[config.mk]
export PLATFORM = sky130hd
export DESIGN_NAME = branch_resolver
export DESIGN_NICKNAME = d
export VERILOG_FILES = /design/src/rtl/branch_resolver.sv
export SDC_FILE = /design/constraint.sdc
export NUM_CORES = 1
export LEC_CHECK = 0
export BUFFER_PORTS_ARGS = -buffer_cell sky130_fd_sc_hd__clkbuf_2
export CORE_ASPECT_RATIO = 1.5
export CORE_MARGIN = 5
export CORE_UTILIZATION = 45
export DETAILED_ROUTE_END_ITERATION = 10
export MAX_ROUTING_LAYER = met4
export PLACE_DENSITY = 0.85
export SLEW_MARGIN = 20
export SYNTH_ARGS = -nofsm -noshare
export SYNTH_HDL_FRONTEND = slang
export SYNTH_SLANG_ARGS = --single-unit
[constraint.sdc]
create_clock -name vclk -period 4.4
set_input_delay 0.88 -clock vclk [all_inputs]
set_output_delay 0.88 -clock vclk [all_outputs]
set_load 0.02 [all_outputs]
[src/rtl/branch_resolver.sv]
module branch_resolver #(
  parameter int XLEN       = 32,
  parameter int OPW        = 6,
  parameter int SELW       = 5,
  parameter int OFFW       = 16,
  parameter int REGW       = 5,
  parameter int LINK_REG   = 31,
  parameter int INSN_BYTES = 4
) (
  input  logic [OPW-1:0]  opcode,
  input  logic [SELW-1:0] sel,
  input  logic [XLEN-1:0] rs_val,
  input  logic [XLEN-1:0] rt_val,
  input  logic [XLEN-1:0] pc,
  input  logic [OFFW-1:0] offset,
  output logic            taken,
  output logic [XLEN-1:0] target,
  output logic            link_we,
  output logic [REGW-1:0] link_reg,
  output logic [XLEN-1:0] link_addr,
  output logic            nullify
);
  localparam int SHW = XLEN - OFFW - 2;
  localparam logic [OPW-1:0] OP_ZGRP = OPW'(1);

  logic rs_neg, rs_zero, rs_eq;
  logic valid, likely, link, cond;

  assign rs_neg  = rs_val[XLEN-1];
  assign rs_zero = (rs_val == '0);
  assign rs_eq   = (rs_val == rt_val);

  always_comb begin
    valid  = 1'b0;
    likely = 1'b0;
    link   = 1'b0;
    cond   = 1'b0;
    if (opcode == OP_ZGRP) begin
      valid  = (sel[3:2] == 2'b00);
      link   = sel[4];
      likely = sel[1];
      cond   = sel[0] ? !rs_neg : rs_neg;
    end else if (opcode[OPW-1:3] == '0 || opcode[OPW-1:3] == (OPW-3)'(2)) begin
      valid  = opcode[2];
      likely = opcode[4];
      case (opcode[1:0])
        2'd0: cond = rs_eq;
        2'd1: cond = !rs_eq;
        2'd2: cond = rs_neg || rs_zero;
        default: cond = !rs_neg && !rs_zero;
      endcase
    end
  end

  assign taken     = valid && cond;
  assign nullify   = valid && likely && !cond;
  assign link_we   = valid && link;
  assign link_reg  = REGW'(LINK_REG);
  assign link_addr = pc + XLEN'(2 * INSN_BYTES);
  assign target    = pc + XLEN'(INSN_BYTES) + {{SHW{offset[OFFW-1]}}, offset, 2'b00};
endmodule

# Word-level counts from Yosys, hierarchy flattened
# Cells that the tools add are included.
word_totals:
  output_inout_bits: 72
  word_cells: 32
  ff_bits: 0
  input_bits: 123
op_classes:
  addsub: 3
  eq_ne: 5
  reduce_logical: 15
  muxes: 9
ops:
  columns: ["operator", "n"]
  rows:
  - ["$add 32x3->32 const B", 1]
  - ["$add 32x32->32", 1]
  - ["$add 32x4->32 const B", 1]
  - ["$eq 32x32->1", 1]
  - ["$logic_not 32->1", 1]
  - ["$mux 1", 8]
  - ["$eq 6x1->1 const B", 1]
  - ["$logic_and 1x1->1", 5]
  - ["$logic_not 1->1", 4]
  - ["$logic_not 2->1", 2]
  - ["$eq 3x2->1 const B", 1]
  - ["$logic_not 3->1", 1]
  - ["$pmux 1 s3", 1]
  - ["$eq 2x1->1 const B", 1]
  - ["$eq 2x2->1 const B", 1]
  - ["$logic_or 1x1->1", 2]

# Longest topological paths before layout
# Gate-level depths: netlist of run 1.
logic_depth:
  ltp_word: 8
  mapped_depth: 12
  mapped_depth_nobuf: 12

# Worst setup path after synthesis of run 1
# OpenSTA, ideal clock, no wires.
synth_path:
  path_type: "input-to-output"
  from: "in offset[1]"
  to: "out target[21]"
  t_required_ps: 3520
  arrival_time_ps: 3442
  slack_ps: 78
  n_path_buf: 0
  stages: 10
  path_cell_list: "ha_1 ha_1 fa_1 a211oi_1 o21ba_2 nor3_1 or3_1 a221o_1 a21oi_1 xnor2_1"
synth_between:
  elab_chain_cells: 1
synth_rtl:
  columns: ["item", "line", "text"]
  rows:
  - ["start: declaration", "15", "input logic [OFFW-1:0] offset,"]
  - ["$add 32x32->32", "60", "assign target = pc + XLEN'(INSN_BYTES) + {{SHW{offset[OFFW-1]}}, offset, 2'b00};"]
  - ["end: declaration", "17", "output logic [XLEN-1:0] target,"]
# Every way passes these cells.

# Worst setup path in the final report of run 1
layout_path:
  from: "in pc[3]"
  to: "out target[21]"
layout_between:
  elab_chain_cells: 2
layout_rtl:
  columns: ["item", "line", "text"]
  rows:
  - ["start: declaration", "14", "input logic [XLEN-1:0] pc,"]
  - ["$add 32x3->32", "60", null]
  - ["$add 32x32->32", "60", null]
# Every way passes these cells.

==> impl_metrics.py, run 1 <==
metrics = {
    "pwr": {
        "p_leak_nw": 2.25,
        "worst_ir_drop_vdd_mv": 0.121,
        "cellPowerDensity_nw_per_um2": 175,
    },
    "floorplan": {
        "die-area_um2": 8430,
        "ioPinCount": 195,
        "die_boundary_height_um": 110,
        "initial_cell_density_of_the_core_pct": 46.2,
        "core_area_um2": 6490,
        "die_width_um": 76.7,
        "row_count": 36,
    },
    "place": {
        "dp.cells": 665,
        "dpl-instance-area_um2": 4040,
        "dp_worst_setup_slack_ns": -0.287,
        "place.detailed.hpwl_um": 9920,
        "gp_congestion": 0.925,
        "port_buffers": 184,
    },
    "timing": {
        "achievable-frequency_mhz": 228,
        "hold_viol_final": 0,
        "slew_violations": 0,
        "setup-tns-final_ns": 0,
        "min_period_over_period_pct": 99.6,
        "grt_setup_unrepaired": "yes",
        "minimum_clock_period_after_layout_ns": 4.38,
        "setup_viol_count_final": 0,
        "post-route-worst-setup-slack_ns": 0.0167,
    },
    "setup_path": {
        "worst_path_most_repeated_cell": "ha_4",
        "launching_element_type_of_the_critical_path": "input port",
        "worst_ep_arrival_time_ns": 3.50,
        "crit_chain": "buf_8 -> ha_4 -> ha_4 -> fa_2 -> a211oi_2 -> o21ba_4 -> nor3_4 -> or3_4 -> a221o_1 -> a21oi_2 -> xnor2_1 -> buf_4",
        "crit_path_end_kind": "output port",
        "worstSetupStartpoint": "pc[3]",
        "cp_slowest_cell": "or3_4",
        "worstSetupPathType": "in2out",
        "crit_path_max_incr_delay_ns": 0.43,
        "critPathRequiredTime_ns": 3.52,
        "cp_max_fo": 4,
    },
    "layout": {
        "drive_gt1_share_pct": 37.9,
        "finish.instance_area_um2": 4200,
        "fin_util_pct": 64.7,
        "n_sequential_cell": 0,
        "final.clkbuf_count": 0,
        "area_growth_pct": 40.0,
        "fillCellCount": 563,
        "multi_input_comb_area_um2": 2960,
        "instances_no_fill": 670,
        "final-seq-area_um2": 0,
        "design.final.nets": 778,
        "n_antenna_cell": 0,
    },
    "flow_run": {
        "max_cap_violations": 0,
    },
    "detailed_routing": {
        "drt-total-wl_um": 11100,
        "route.vias.total": 3761,
        "avgRoutedWirePerCell_um": 16.5,
        "viasPerCell": 5.61,
        "detail_route.first_pass.iterations": 4,
        "routed_antenna_nets": 0,
        "drt_drc_violations_left": 0,
        "detailedRoute.firstIterationViolations": 146,
    },
    "min_path": {
        "hp-start": "pc[0]",
        "min_path_type": "in2out",
    },
    "logic_synthesis": {
        "synthesis.area_per_instance_um2": 7.42,
        "synth_cell_types": 51,
        "synthCells": 404,
        "seq_area_frac_synth_pct": 0,
        "yosysWarnings": 0,
        "syn-cell-area_um2": 3000,
    },
    "outcome": {
        "outcome": "completed",
    },
    "global_routing": {
        "grt_start_max_net_pins": 11,
        "grt_antenna_before_repair": 0,
        "grt_pass1_vias": 3889,
        "globalRouteOverflowTotal": 0,
        "grt_use_total_pct": 24.7,
        "global_route_wire_length_before_repair_um": 17100,
    },
}
-- report_power, final --
group	switching, mW	internal [mW]	total (mW)
clock	0	0	0
sequential	0	0	0
combinational	0.429	0.304	0.733
-- final timing paths --
path | cells after the start | slack [ns] | end
worst min-delay path | 0 | 1.76 | target[0]
worst max-delay path | 12 | 0.02 | target[21]
-- critical path: cells and delay by family --
family | cells | cell delay, ns
adder cells (fa/ha/maj) | 3 | 0.75
AND/OR/NAND/NOR | 2 | 0.47
AO/OA/AOI/OAI | 4 | 1.00
XOR/XNOR | 1 | 0.13
buffers and inverters | 2 | 0.26
-- cells in the mapped netlist (3+ instances only) --
| cell type | n | area (um2) |
|---|---|---|
| nor4_1 | 15 | 93.8 |
| xnor2_1 | 47 | 412 |
| o211ai_1 | 3 | 22.5 |
| nor2b_1 | 5 | 31.3 |
| xor2_1 | 41 | 359 |
| a31oi_1 | 3 | 18.8 |
| o21ai_0 | 14 | 70.1 |
| inv_1 | 14 | 52.6 |
| and3_1 | 16 | 100 |
| buf_4 | 10 | 75.1 |
| o21bai_1 | 5 | 37.5 |
| clkbuf_1 | 8 | 30.0 |
| and2_1 | 6 | 37.5 |
| ha_1 | 58 | 726 |
| a211oi_1 | 3 | 22.5 |
| nor2_1 | 14 | 52.6 |
| nand2_1 | 30 | 113 |
| nor3_1 | 10 | 50.1 |
| a21o_1 | 12 | 90.1 |
| nand3_1 | 15 | 75.1 |
| and4_1 | 3 | 26.3 |
| a21oi_1 | 26 | 130 |
| nand4_1 | 12 | 75.1 |
-- routing by layer --
metal | GRT usage [%] | vias to the layer above | part of all wire (%)
met5 | - | - | 0
met4 | 4.00 | 0 | 2.2
met3 | 2.76 | 22 | 5.9
met2 | 51.4 | 172 | 56
met1 | 24.6 | 1702 | 36
li1 | - | 1865 | -
-- area by class of cell --
| cell class | instances | share of cell area [%] |
|---|---|---|
| multi-input combinational | 376 | 70.4 |
| timing repair buffer | 204 | 26.0 |
| tap | 76 | 2.27 |
| inverter | 14 | 1.31 |
-- logic make-up after synthesis --
family / Yosys count / share of synthesized area (%)
adders and majority gates: 59 / 24.9
buffers and inverters: 32 / 5.26
xor gates and xnor gates: 88 / 25.7
AOI/OAI and AO/OA: 87 / 19.2
and+or+nand+nor: 137 / 24.9
other: 1 / 0.125
-- metrics by stage --
stage	hold slack, ns	power (mW)
after floorplan	1.84	0.450
after global placement	1.76	0.689
after detailed placement	1.76	0.700
after CTS	1.76	0.714
after global routing	1.76	0.800
final	1.76	0.733
-- what timing repair did --
action / CTS / global route
hold buffers: 0 / 0
resized for setup: 8 / 23
pin swaps: 3 / 11
setup buffers: 2 / 3
setup endpoints to repair: 4 / 4
-- placed cells by master (no fill, tap or decap), types with 2 or more instances in the layout --
cell,instances
o21bai_1,5
a21o_1,12
o21a_1,2
or4_1,2
a21oi_1,23
nand2_1,30
nor2b_1,5
ha_1,54
and3_1,16
ha_4,4
nor2_1,14
a31oi_1,3
clkbuf_2,180
nand4_1,12
o21ai_0,13
a21oi_2,3
nor3_1,9
o211a_1,2
and2_1,6
o31ai_1,2
xnor2_1,47
nand3_1,15
o211ai_1,3
inv_2,2
nor4_1,15
a211oi_1,2
a311o_1,2
inv_1,11
and4_1,3
buf_4,22
xor2_1,41
conb_1,5
Power figures use the tool's default switching activity.
==> run 2, diff against run 1 <==
--- a/config.mk
+++ b/config.mk
@@ -8,10 +8,10 @@
 export BUFFER_PORTS_ARGS = -buffer_cell sky130_fd_sc_hd__clkbuf_2
 export CORE_ASPECT_RATIO = 1.5
 export CORE_MARGIN = 5
-export CORE_UTILIZATION = 45
+export CORE_UTILIZATION = 41
 export DETAILED_ROUTE_END_ITERATION = 10
 export MAX_ROUTING_LAYER = met4
-export PLACE_DENSITY = 0.85
+export PLACE_DENSITY = 0.9
 export SLEW_MARGIN = 20
 export SYNTH_ARGS = -nofsm -noshare
 export SYNTH_HDL_FRONTEND = slang
==> constraint.sdc (replaced) <==
create_clock -name vclk -period 3.8
set_input_delay 0.76 -clock vclk [all_inputs]
set_output_delay 0.76 -clock vclk [all_outputs]
set_load 0.02 [all_outputs]
==> run 2 against run 1 <==
The run now ends with negative setup slack left; clock-buffer cell count unchanged; worst setup slack got worse by 0.28 ns; via count increased by 11%; die area increased by 8.7%.
==> impl_metrics.py, run 2 (synthesis results as in run 1) <==
metrics = {
    "outcome": {
        "outcome": "finished, violations left",
        "violated_checks": "negative setup slack",
    },
    "setup_path": {
        "crit_path_max_incr_delay_ns": 0.40,
        "worst_ep_arrival_time_ns": 3.31,
        "critPathRequiredTime_ns": 3.04,
        "launching_element_type_of_the_critical_path": "input port",
        "critical_path.top_delay_family": "compound AO/OA/AOI/OAI gates",
        "critical_path_buf_inv_count": 2,
        "cp_max_fo": 4,
        "cp_slowest_cell": "or3_4",
        "worstSetupStartpoint": "offset[1]",
        "worstSetupPathType": "in2out",
        "crit_chain": "buf_6 -> ha_4 -> ha_4 -> fa_2 -> a211oi_4 -> o21ba_4 -> nor3_4 -> or3_4 -> a221o_1 -> a21oi_2 -> xnor2_2 -> clkbuf_8",
        "worst_path_most_repeated_cell": "ha_4",
        "crit_path_end_kind": "output port",
    },
    "timing": {
        "min_period_over_period_pct": 107,
        "setup_viol_count_final": 7,
        "minimum_clock_period_after_layout_ns": 4.07,
        "setup-tns-final_ns": -0.827,
        "hold_viol_final": 0,
        "post-route-worst-setup-slack_ns": -0.268,
        "achievable-frequency_mhz": 246,
        "grt_setup_unrepaired": "yes",
        "slew_violations": 0,
    },
    "layout": {
        "fillCellCount": 529,
        "area_growth_pct": 78.3,
        "most_frequent_cells_in_the_layout": "clkbuf_2, buf_4, xnor2_1",
        "multi_input_comb_area_um2": 3460,
        "n_antenna_cell": 0,
        "final.clkbuf_count": 0,
        "n_sequential_cell": 0,
        "drive_gt1_share_pct": 53.2,
        "final-seq-area_um2": 0,
        "design.final.nets": 850,
        "mostFrequentLayoutCell": "clkbuf_2",
    },
    "global_routing": {
        "global_route_wire_length_before_repair_um": 18900,
        "grt_use_total_pct": 25.9,
        "grt_start_max_net_pins": 9,
        "grt_antenna_before_repair": 0,
        "globalRouteOverflowTotal": 0,
        "grt_pass1_vias": 4384,
    },
    "floorplan": {
        "ioPinCount": 195,
        "die_width_um": 79.8,
        "die-area_um2": 9160,
        "row_count": 38,
        "initial_cell_density_of_the_core_pct": 41.8,
        "core_area_um2": 7180,
        "die_boundary_height_um": 115,
    },
    "min_path": {
        "whs_endpoint": "link_addr[1]",
        "whs_path_depth": 0,
        "hp-start": "pc[1]",
        "min_path_type": "in2out",
    },
    "detailed_routing": {
        "detail_route.first_pass.iterations": 4,
        "drt_drc_violations_left": 0,
        "routed_antenna_nets": 0,
        "drt-total-wl_um": 13100,
        "avgRoutedWirePerCell_um": 17.0,
        "viasPerCell": 5.46,
        "detailedRoute.firstIterationViolations": 242,
        "route.vias.total": 4182,
    },
    "place": {
        "gp_congestion": 0.927,
        "port_buffers": 184,
        "place.detailed.hpwl_um": 10800,
        "dp_worst_setup_slack_ns": -0.376,
    },
    "pwr": {
        "worst_ir_drop_vdd_mv": 0.193,
        "cellPowerDensity_nw_per_um2": 211,
        "p_leak_nw": 2.68,
    },
    "flow_run": {
        "max_cap_violations": 0,
    },
    "clock_network": {
        "cts.hold.buffers_added": 0,
    },
}
==> run 2: changes by cell type in the layout (fill, tap and decap cells not counted), moves of 5 or more <==
| cell | before | now |
|---|---|---|
| a21oi_1 | 23 | 13 |
| a21oi_2 | 3 | 10 |
| buf_4 | 22 | 100 |
| buf_6 | 1 | 7 |
| clkbuf_2 | 180 | 166 |
| ha_1 | 54 | 33 |
| ha_4 | 4 | 25 |
| o21ai_0 | 13 | 8 |
==> run 2: worst max-delay path by stage <==
stage,to,cells past startpoint,slack (ns)
detailed placement,target[21],14,-0.38
global route,target[21],12,-0.37
CTS,target[21],12,-0.32
global placement,target[21],12,-0.34
floorplan,target[21],12,0.01
finish,target[21],12,-0.27
==> run 2: per-stage QoR <==
step / utilization [%] / power (mW) / std cells / area (um2) / hold WS, ns
finish: 74.5 / 1.13 / 766 / 5350 / 1.52
global route: 74.5 / 1.21 / 766 / 5350 / 1.52
CTS: 67.6 / 1.00 / 761 / 4850 / 1.52
detailed placement: 64.6 / 0.940 / 756 / 4640 / 1.52
global placement: 64.6 / 0.920 / 756 / 4640 / 1.52
floorplan: - / 0.538 / 408 / 3080 / 1.60
==> run 2: area by class of cell <==
class,count,area share [%]
Multi-Input combinational cell,376,64.7
Timing Repair Buffer,276,31.9
Inverter,14,1.08
Tap cell,100,2.34
==> run 2: power by group <==
group          internal [mW]  switching [mW]  total (mW)
clock network              0               0           0
registers                  0               0           0
logic                  0.532           0.597        1.13
==> run 2: what timing repair did <==
action / 4_1_cts / 5_1_grt
gates resized for setup: 39 / 88
endpoints found under the setup margin: 13 / 18
buffers inserted: 5 / 6
pin swaps: 25 / 26
==> run 2: routing by layer <==
layer	up-vias	part of all wire [%]	global-route usage, %
met5	-	0	-
met4	0	4.4	11.4
met3	37	6.3	2.43
met2	197	57	51.9
met1	1936	32	24.2
li1	2012	-	-
